**config.mk**
```make
export PLATFORM = sky130hd
export DESIGN_NAME = scan_watchdog
export DESIGN_NICKNAME = d
export VERILOG_FILES = /design/src/rtl/scan_wd_pkg.sv /design/src/rtl/scan_wd_timer.sv /design/src/rtl/scan_wd_loss_latch.sv /design/src/rtl/scan_wd_err_reg.sv /design/src/rtl/scan_watchdog.sv
export SDC_FILE = /design/constraint.sdc
export NUM_CORES = 1
export LEC_CHECK = 0
export BUFFER_PORTS_ARGS = -buffer_cell sky130_fd_sc_hd__buf_2
export CAP_MARGIN = 40
export CORE_AREA = 2 2 39 41
export DETAILED_ROUTE_END_ITERATION = 7
export DIE_AREA = 0 0 41 43
export PLACE_DENSITY = 0.62
export SYNTH_ARGS = -nofsm -noshare
export SYNTH_HDL_FRONTEND = slang
export SYNTH_SLANG_ARGS = --single-unit
```
**constraint.sdc**
```tcl
create_clock -name clk_i -period 1.8 [get_ports clk_i]
set_input_delay 0.27 -clock clk_i [delete_from_list [all_inputs] [get_ports clk_i]]
set_output_delay 0.27 -clock clk_i [all_outputs]
set_load 0.03 [all_outputs]
```
**src/rtl/scan_wd_pkg.sv**
```systemverilog
package scan_wd_pkg;
  typedef enum logic [1:0] {
    TMR_IDLE    = 2'd0,
    TMR_RUN     = 2'd1,
    TMR_EXPIRED = 2'd2
  } tmr_state_e;
endpackage

```
**src/rtl/scan_wd_timer.sv**
```systemverilog
module scan_wd_timer
  import scan_wd_pkg::*;
#(
  parameter int unsigned TIMEOUT_TICKS = 16
) (
  input  logic clk_i,
  input  logic rst_ni,
  input  logic restart_i,
  input  logic tick_i,
  output logic expired_o
);
  localparam int unsigned CNT_W = (TIMEOUT_TICKS > 1) ? $clog2(TIMEOUT_TICKS) : 1;
  localparam logic [CNT_W-1:0] LAST = CNT_W'(TIMEOUT_TICKS - 1);

  tmr_state_e       state_q, state_d;
  logic [CNT_W-1:0] cnt_q, cnt_d;

  always_comb begin
    state_d = state_q;
    cnt_d   = cnt_q;
    if (restart_i) begin
      // restart has priority over a same-cycle strobe
      state_d = TMR_RUN;
      cnt_d   = '0;
    end else if (state_q == TMR_RUN && tick_i) begin
      if (cnt_q == LAST) begin
        state_d = TMR_EXPIRED;
      end else begin
        cnt_d = cnt_q + 1'b1;
      end
    end
  end

  always_ff @(posedge clk_i or negedge rst_ni) begin
    if (!rst_ni) begin
      state_q <= TMR_IDLE;
      cnt_q   <= '0;
    end else begin
      state_q <= state_d;
      cnt_q   <= cnt_d;
    end
  end

  assign expired_o = (state_q == TMR_EXPIRED);
endmodule

```
**src/rtl/scan_wd_loss_latch.sv**
```systemverilog
module scan_wd_loss_latch (
  input  logic clk_i,
  input  logic rst_ni,
  input  logic set_i,
  input  logic clr_i,
  output logic q_o
);
  always_ff @(posedge clk_i or negedge rst_ni) begin
    if (!rst_ni)    q_o <= 1'b0;
    else if (set_i) q_o <= 1'b1;
    else if (clr_i) q_o <= 1'b0;
  end
endmodule

```
**src/rtl/scan_wd_err_reg.sv**
```systemverilog
module scan_wd_err_reg (
  input  logic clk_i,
  input  logic rst_ni,
  input  logic tick_i,
  input  logic fault_i,
  output logic q_o
);
  always_ff @(posedge clk_i or negedge rst_ni) begin
    if (!rst_ni)     q_o <= 1'b0;
    else if (tick_i) q_o <= fault_i;
  end
endmodule

```
**src/rtl/scan_watchdog.sv**
```systemverilog
module scan_watchdog #(
  parameter int unsigned TIMEOUT_TICKS = 16
) (
  input  logic clk_i,
  input  logic rst_ni,
  input  logic eos_pulse_i,
  input  logic nocmp_i,
  input  logic tick_i,
  input  logic clr_loss_i,
  output logic loss_o,
  output logic seq_err_o,
  output logic wr_req_o
);
  logic expired;
  logic fault;

  scan_wd_timer #(.TIMEOUT_TICKS(TIMEOUT_TICKS)) u_timer (
    .clk_i    (clk_i),
    .rst_ni   (rst_ni),
    .restart_i(eos_pulse_i),
    .tick_i   (tick_i),
    .expired_o(expired)
  );

  scan_wd_loss_latch u_loss (
    .clk_i (clk_i),
    .rst_ni(rst_ni),
    .set_i (expired),
    .clr_i (clr_loss_i),
    .q_o   (loss_o)
  );

  // shared fault term: stall or address mismatch
  assign fault = expired | nocmp_i;

  scan_wd_err_reg u_err (
    .clk_i  (clk_i),
    .rst_ni (rst_ni),
    .tick_i (tick_i),
    .fault_i(fault),
    .q_o    (seq_err_o)
  );

  always_ff @(posedge clk_i or negedge rst_ni) begin
    if (!rst_ni) wr_req_o <= 1'b0;
    else         wr_req_o <= nocmp_i;
  end
endmodule

```
==> results of run 1 <==
worst max-delay path, cell delays in order (launching register included):
cell and delay (ns):
dfrtp_1 0.40, ha_1 0.22, and3_4 0.20, o311ai_0 0.32, o41ai_1 0.14
final timing paths:
path                               endpoint  depth (start not counted)
max                        u_timer.cnt_q[3]                          4
min                                wr_req_o                          1
max reg2reg                u_timer.cnt_q[3]                          4
min reg2reg                       u_err.q_o                          2
max in group asynchronous  u_timer.cnt_q[3]                          2
min in group asynchronous  u_timer.cnt_q[2]                          2
metal layers:
metal  track usage, %  vias to the layer above  share of wire, %
li1                 -                      161                 -
met1             11.9                      147                47
met2             15.3                        6                46
met3             3.14                        3               4.9
met4             8.00                        0               2.5
met5                0                        -                 0
stage by stage:
stage | cell area, µm² | utilization, % | power [W]
2_1_floorplan | 409 | - | 0.000236
3_3_place_gp | 469 | 33.9 | 0.000254
3_5_place_dp | 469 | 33.9 | 0.000255
4_1_cts | 505 | 36.5 | 0.000414
5_1_grt | 505 | 36.5 | 0.000431
6_report | 505 | 36.5 | 0.000409
state kept, by name, indices dropped and copies added, names as in the netlist:
signal / cells
wr_req_o: 1
u_err.q_o: 1
u_timer.cnt_q: 4
u_loss.q_o: 1
u_timer.state_q: 2
layout by cell type, fill, tap and decap left out:
cell,count
o41ai_1,2
clkbuf_4,3
nand3b_4,1
clkbuf_1,1
inv_1,5
nor2_1,1
o311ai_0,2
nand3b_1,1
ha_1,1
nand2_1,1
a21o_2,1
dlygate4sd3_1,1
or3_1,1
and3b_2,1
dfrtp_1,9
o22ai_1,1
nand3_1,1
buf_2,8
and3_4,1
o21ai_0,2
a21oi_1,5
cell families (layout without fill, tap and decap cells):
logic type	Yosys count	count (layout)	share of synthesized area [%]
flops	9	9	55.0
fa+ha+maj	1	1	3.06
buf+inv	5	18	4.59
simple gates	8	8	16.5
compound gates	13	13	20.8
layout make-up:
type,instances,area (µm²)
fill,148,878
sequential,9,225
multi-input combinational,22,165
timing repair buffer,9,50.0
clock buffer,4,26.3
tap,16,20.0
inverter,5,18.8
power by group through the flow:
stage	Sequential [W]	Clock (W)	Combinational (W)
after CTS	0.000213	0.000161	0.0000402
after global routing	0.000214	0.000173	0.0000439
final	0.000213	0.000157	0.0000392
after global placement	0.000217	0	0.0000377
after detailed placement	0.000217	0	0.0000383
after floorplan	0.000223	0	0.0000132
==> summary.md, run 1 <==
| Metric | Value |
|---|---|
| Outcome | finished, final reports clean |
| Crit-path max FO | 6 |
| R2R Setup Slk | 0.38 ns |
| Total CTS buffers | 3 |
| Residual DRC | 0 |
| Number of synthesized register bits | 9 |
| DR iter-0 viols | 5 |
| Ratio of total power to cell area | a little over 800 nW/µm² |
| Post-CTS setup buffers | 0 |
| H-tree levels | 1 |
| Setup WS post-layout | roughly 0.38 ns |
| Die area | approximately 1800 µm² |
| CP arrival | ~1.6 ns |
| Resized Gates After CTS | 0 |
| HPWL Detailed | 573 µm |
| Final min period | 1.42 ns |
| Clock skew | 0.000880 ns |
| Vias | between 300 and 400 |
| Clock sink count | 9 |
| Pin count of the biggest net entering global routing | 10 |
| Pleak | about 0.23 nW |
| RSZ-0062 raised after global routing | no |
| Setup tns final | 0 ns |
| Pre-CTS setup slack | 0.396 ns |
| Yosys Warn Count | 0 |
| Final nets | 57 |
| Reg clk slew, reported paths | 0.06 ns |
| Core outline area | 1380 µm² |
| Global Route Usage Sum | about a tenth |
| Cell Rows | 14 |
| Most common cell in the synthesized netlist | dfrtp_1 |
| F_max | 704 MHz |
| Remaining Overflow, GRT | 0 |
| Relative slew slack | 79.1% |
| Final max-slew violation count | 0 |
| Wirelength per Cell | 11.7 µm |
| Routability-driven placement congestion ratio | 0.664 |
| N_diodes | 0 |
| Final hold violation count | 0 |
| Ranking of synthesized cells by area | dfrtp_1, a21oi_1, nand3b_4 |
| Largest buffer count on any clock path | 2 |
| Share of cells above drive strength 1 | about 30% |
| Top cell type's share of synthesized area | 55.0% |
| Avg Inst Size Synth | between 10 and 15 µm² |
| Post-Place Cells | 60 |
| Antenna violations before repair | 0 |
| Register area share after synthesis | approximately 55% |
| Final Setup Violations | 0 |
| # port buffers | 8 |
| Netlist cell types | 17 |
| Switching Fraction | around a quarter |
| Post-synth EDFFs | 0 |
| Ys flop type | dfrtp_1 |
| First-pass GRT wire length | roughly 1200 µm |
| CP Launch Point | u_timer.cnt_q[0] |
| Crit start category | register |
| Starting Density | 29.6% |
| Asr flop ratio synth | 100% |
| Die Ht | 43 µm |
| Hold Slack | 0.126 ns |
| Hold Path Class | primary input to register |
| DR vias/cell | 4.88 |
| Fin crit share | 79.0% |
| Vias in the first global route | 313 |
| DRT Pass-1 Iters | 2 |
| Remaining antenna violation count | 0 |
| Die span in x | 41 µm |
| CTS tree | yes |
| Layout area overhead | 23.5% |
| Syn Nets | 43 |
| Hold buffers post-CTS | 1 |
| Worst-skew pair later-pin latency | 0.26 ns |
| Synth Cell Area | slightly above 400 µm² |
| CP endpoint kind | register |
| Comb power frac | around a tenth |
| CTS Root Cell | clkbuf_4 |
| Psw | around 0.0001 W |
| Data required, critical path | a little under 2 ns |
| Drt total wl | 761 µm |
| VDD IR max | between 0.2 and 0.3 mV |
| R2r startpoint | u_timer.cnt_q[0] |
| Clock group share of total power | 38.4% |
| Measured slew at the worst slew-check pin | 0.309 ns |
| Post-Layout Cell Count | 65 |
| Max Cap Viol | 0 |
| Internal power | 0.000310 W |
| Cell taking the most area after synthesis | dfrtp_1 |
| Sequential fraction of design power | 52.0% |
| Syn Inst Count | 36 |
| Top cells by count, synth | dfrtp_1, a21oi_1, inv_1 |
| IO Pins | 9 |
| Hold Path Origin | nocmp_i |
| Crit path kind | register to register |
(Power assumes the default switching activity.)
==> run 2, diff against run 1 <==
- clock period: 1.8 -> 1.47 ns (I/O delays scaled with it)
==> run 2 against run 1 <==
Compared with the run above: first-iteration DRC count decreased by 60%; total power increased by 21%; hold slack got worse by 0.046 ns; critical endpoint is now u_timer.cnt_q[0].
==> summary.md, run 2 (synthesized netlist as in run 1, its figures left out) <==
| Metric | Value |
|---|---|
| Outcome | finished, final reports clean |
| Post-route cell area | 513 µm² |
| Largest buffer count on any clock path | 2 |
| Worst-skew pair later-pin latency | 0.26 ns |
| Wirelength per Cell | 10.8 µm |
| Vias | 323 |
| Post-Layout Cell Count | 65 |
| Post-Place Cells | 60 |
| Final nets | 57 |
| Hold Path Class | primary input to register |
| Biggest regs | u_timer.cnt_q (4), u_timer.state_q (2) |
| CTS Root Cell | clkbuf_4 |
| Max reg flops | 4 |
| Clock skew | between 0.006 and 0.007 ns |
| Remaining antenna violation count | 0 |
| DRT Pass-1 Iters | 2 |
| Cell Rows | 14 |
| Fin crit share | 93.8% |
| Total CTS buffers | 3 |
| Max Cap Viol | 0 |
| Pin count of the biggest net entering global routing | 10 |
| Die area | 1760 µm² |
| DR vias/cell | 4.97 |
| Crit path kind | register to register |
| Data required, critical path | 1.65 ns |
| Cell Area, Placed | 469 µm² |
| Measured slew at the worst slew-check pin | roughly 0.3 ns |
| Share of cells above drive strength 1 | 32.7% |
| VDD IR max | 0.409 mV |
| Drt total wl | 699 µm |
| Reg clk slew, reported paths | 0.06 ns |
| # port buffers | 8 |
| N_diodes | 0 |
| Relative slew slack | 80.3% |
| Final min period | 1.38 ns |
| Slowest stage cell, crit path | dfrtp_1 |
| Core outline area | between 1000 and 1500 µm² |
| Residual DRC | 0 |
| Setup tns final | 0 ns |
| Global Route Usage Sum | 11.4% |
| CP peak stage delay | 0.40 ns |
| Most frequent cells in the layout | dfrtp_1, buf_2, inv_1, a21oi_1, clkbuf_4 |
| F_max | 725 MHz |
| Antenna violations before repair | 0 |
| Setup WS post-layout | 0.0910 ns |
| Final hold violation count | 0 |
| Ratio of total power to cell area | 967 nW/µm² |
| Remaining Overflow, GRT | 0 |
| CTS tree | yes |
| Crit start category | register |
| Critical path cell sequence | ha_1 -> and3_4 -> or3_1 -> a21oi_1 |
| Die span in x | 41 µm |
| Vias in the first global route | 324 |
| Final max-slew violation count | 0 |
| Final Setup Violations | 0 |
| Pleak | between 0.2 and 0.25 nW |
| Pre-CTS setup slack | about 0.071 ns |
| DR iter-0 viols | 2 |
| R2R Setup Slk | 0.09 ns |
| Routability-driven placement congestion ratio | 0.695 |
| Die Ht | 43 µm |
| CP arrival | 1.55 ns |
| First-pass GRT wire length | 1260 µm |
| Biggest register | u_timer.cnt_q |
| Most common cell after layout, fill and taps aside | dfrtp_1 |
| Clock sink count | 9 |
| Crit-path max FO | 6 |
| H-tree levels | 1 |
| CP endpoint kind | register |
| Layout area overhead | 25.4% |
| Starting Density | 29.6% |
| RSZ-0062 raised after global routing | no |
| IO Pins | 9 |
-- run 2: where the power goes --
part | switching [W] | leakage [nW] | total [W] | internal [W]
Clock | 0.0000824 | 0.0150 | 0.000187 | 0.000104
Sequential | 0.00000489 | 0.114 | 0.000261 | 0.000256
Combinational | 0.0000297 | 0.104 | 0.0000486 | 0.0000189
Total | 0.000117 | 0.233 | 0.000496 | 0.000379
-- run 2: cell type report --
| type | count | area (µm²) |
|---|---|---|
| Fill cell | 142 | 871 |
| Sequential cell | 9 | 225 |
| Multi-Input combinational cell | 22 | 173 |
| Timing Repair Buffer | 9 | 50.0 |
| Clock buffer | 4 | 26.3 |
| Tap cell | 16 | 20.0 |
| Inverter | 5 | 18.8 |
-- run 2: per-layer routing --
metal	vias up	GRT usage (%)	part of all wire [%]
met2	5	16.6	52
met1	159	10.7	44
li1	159	-	-
met4	0	8.00	0
met3	0	7.85	4.1
met5	-	0	0
-- run 2: metrics by stage --
| step | hold slack (ns) | util, % | power [W] |
|---|---|---|---|
| after global routing | 0.0604 | 37.1 | 0.000533 |
| after CTS | 0.0741 | 36.5 | 0.000504 |
| after detailed placement | 0.0797 | 33.9 | 0.000312 |
| final | 0.0804 | 37.1 | 0.000496 |
| after floorplan | -0.0751 | - | 0.000289 |
| after global placement | 0.0843 | 33.9 | 0.000311 |
-- run 2: final timing paths --
kind | cells after the start | to | start
worst min register to register | 1 | u_timer.cnt_q[2] | u_timer.cnt_q[2]
worst max-delay path | 4 | u_timer.cnt_q[0] | u_timer.cnt_q[0]
min in group asynchronous | 2 | u_timer.cnt_q[2] | rst_ni
max in group asynchronous | 2 | u_timer.cnt_q[0] | rst_ni
worst min-delay path | 1 | wr_req_o | nocmp_i
worst max register to register | 4 | u_timer.cnt_q[0] | u_timer.cnt_q[0]
-- run 2: critical path, delay by kind of cell (launching register included) --
kind            cells  cell delay, ns
simple gates        2            0.55
flops               1            0.40
fa+ha+maj           1            0.22
compound gates      1            0.14
-- run 2: timing repair --
action / 4_1_cts / 5_1_grt
resized for setup: 0 / 2
setup endpoints to repair: 0 / 1
buffers inserted: 0 / 0
hold buffers: 1 / 0
hold endpoints to repair: 9 / 0
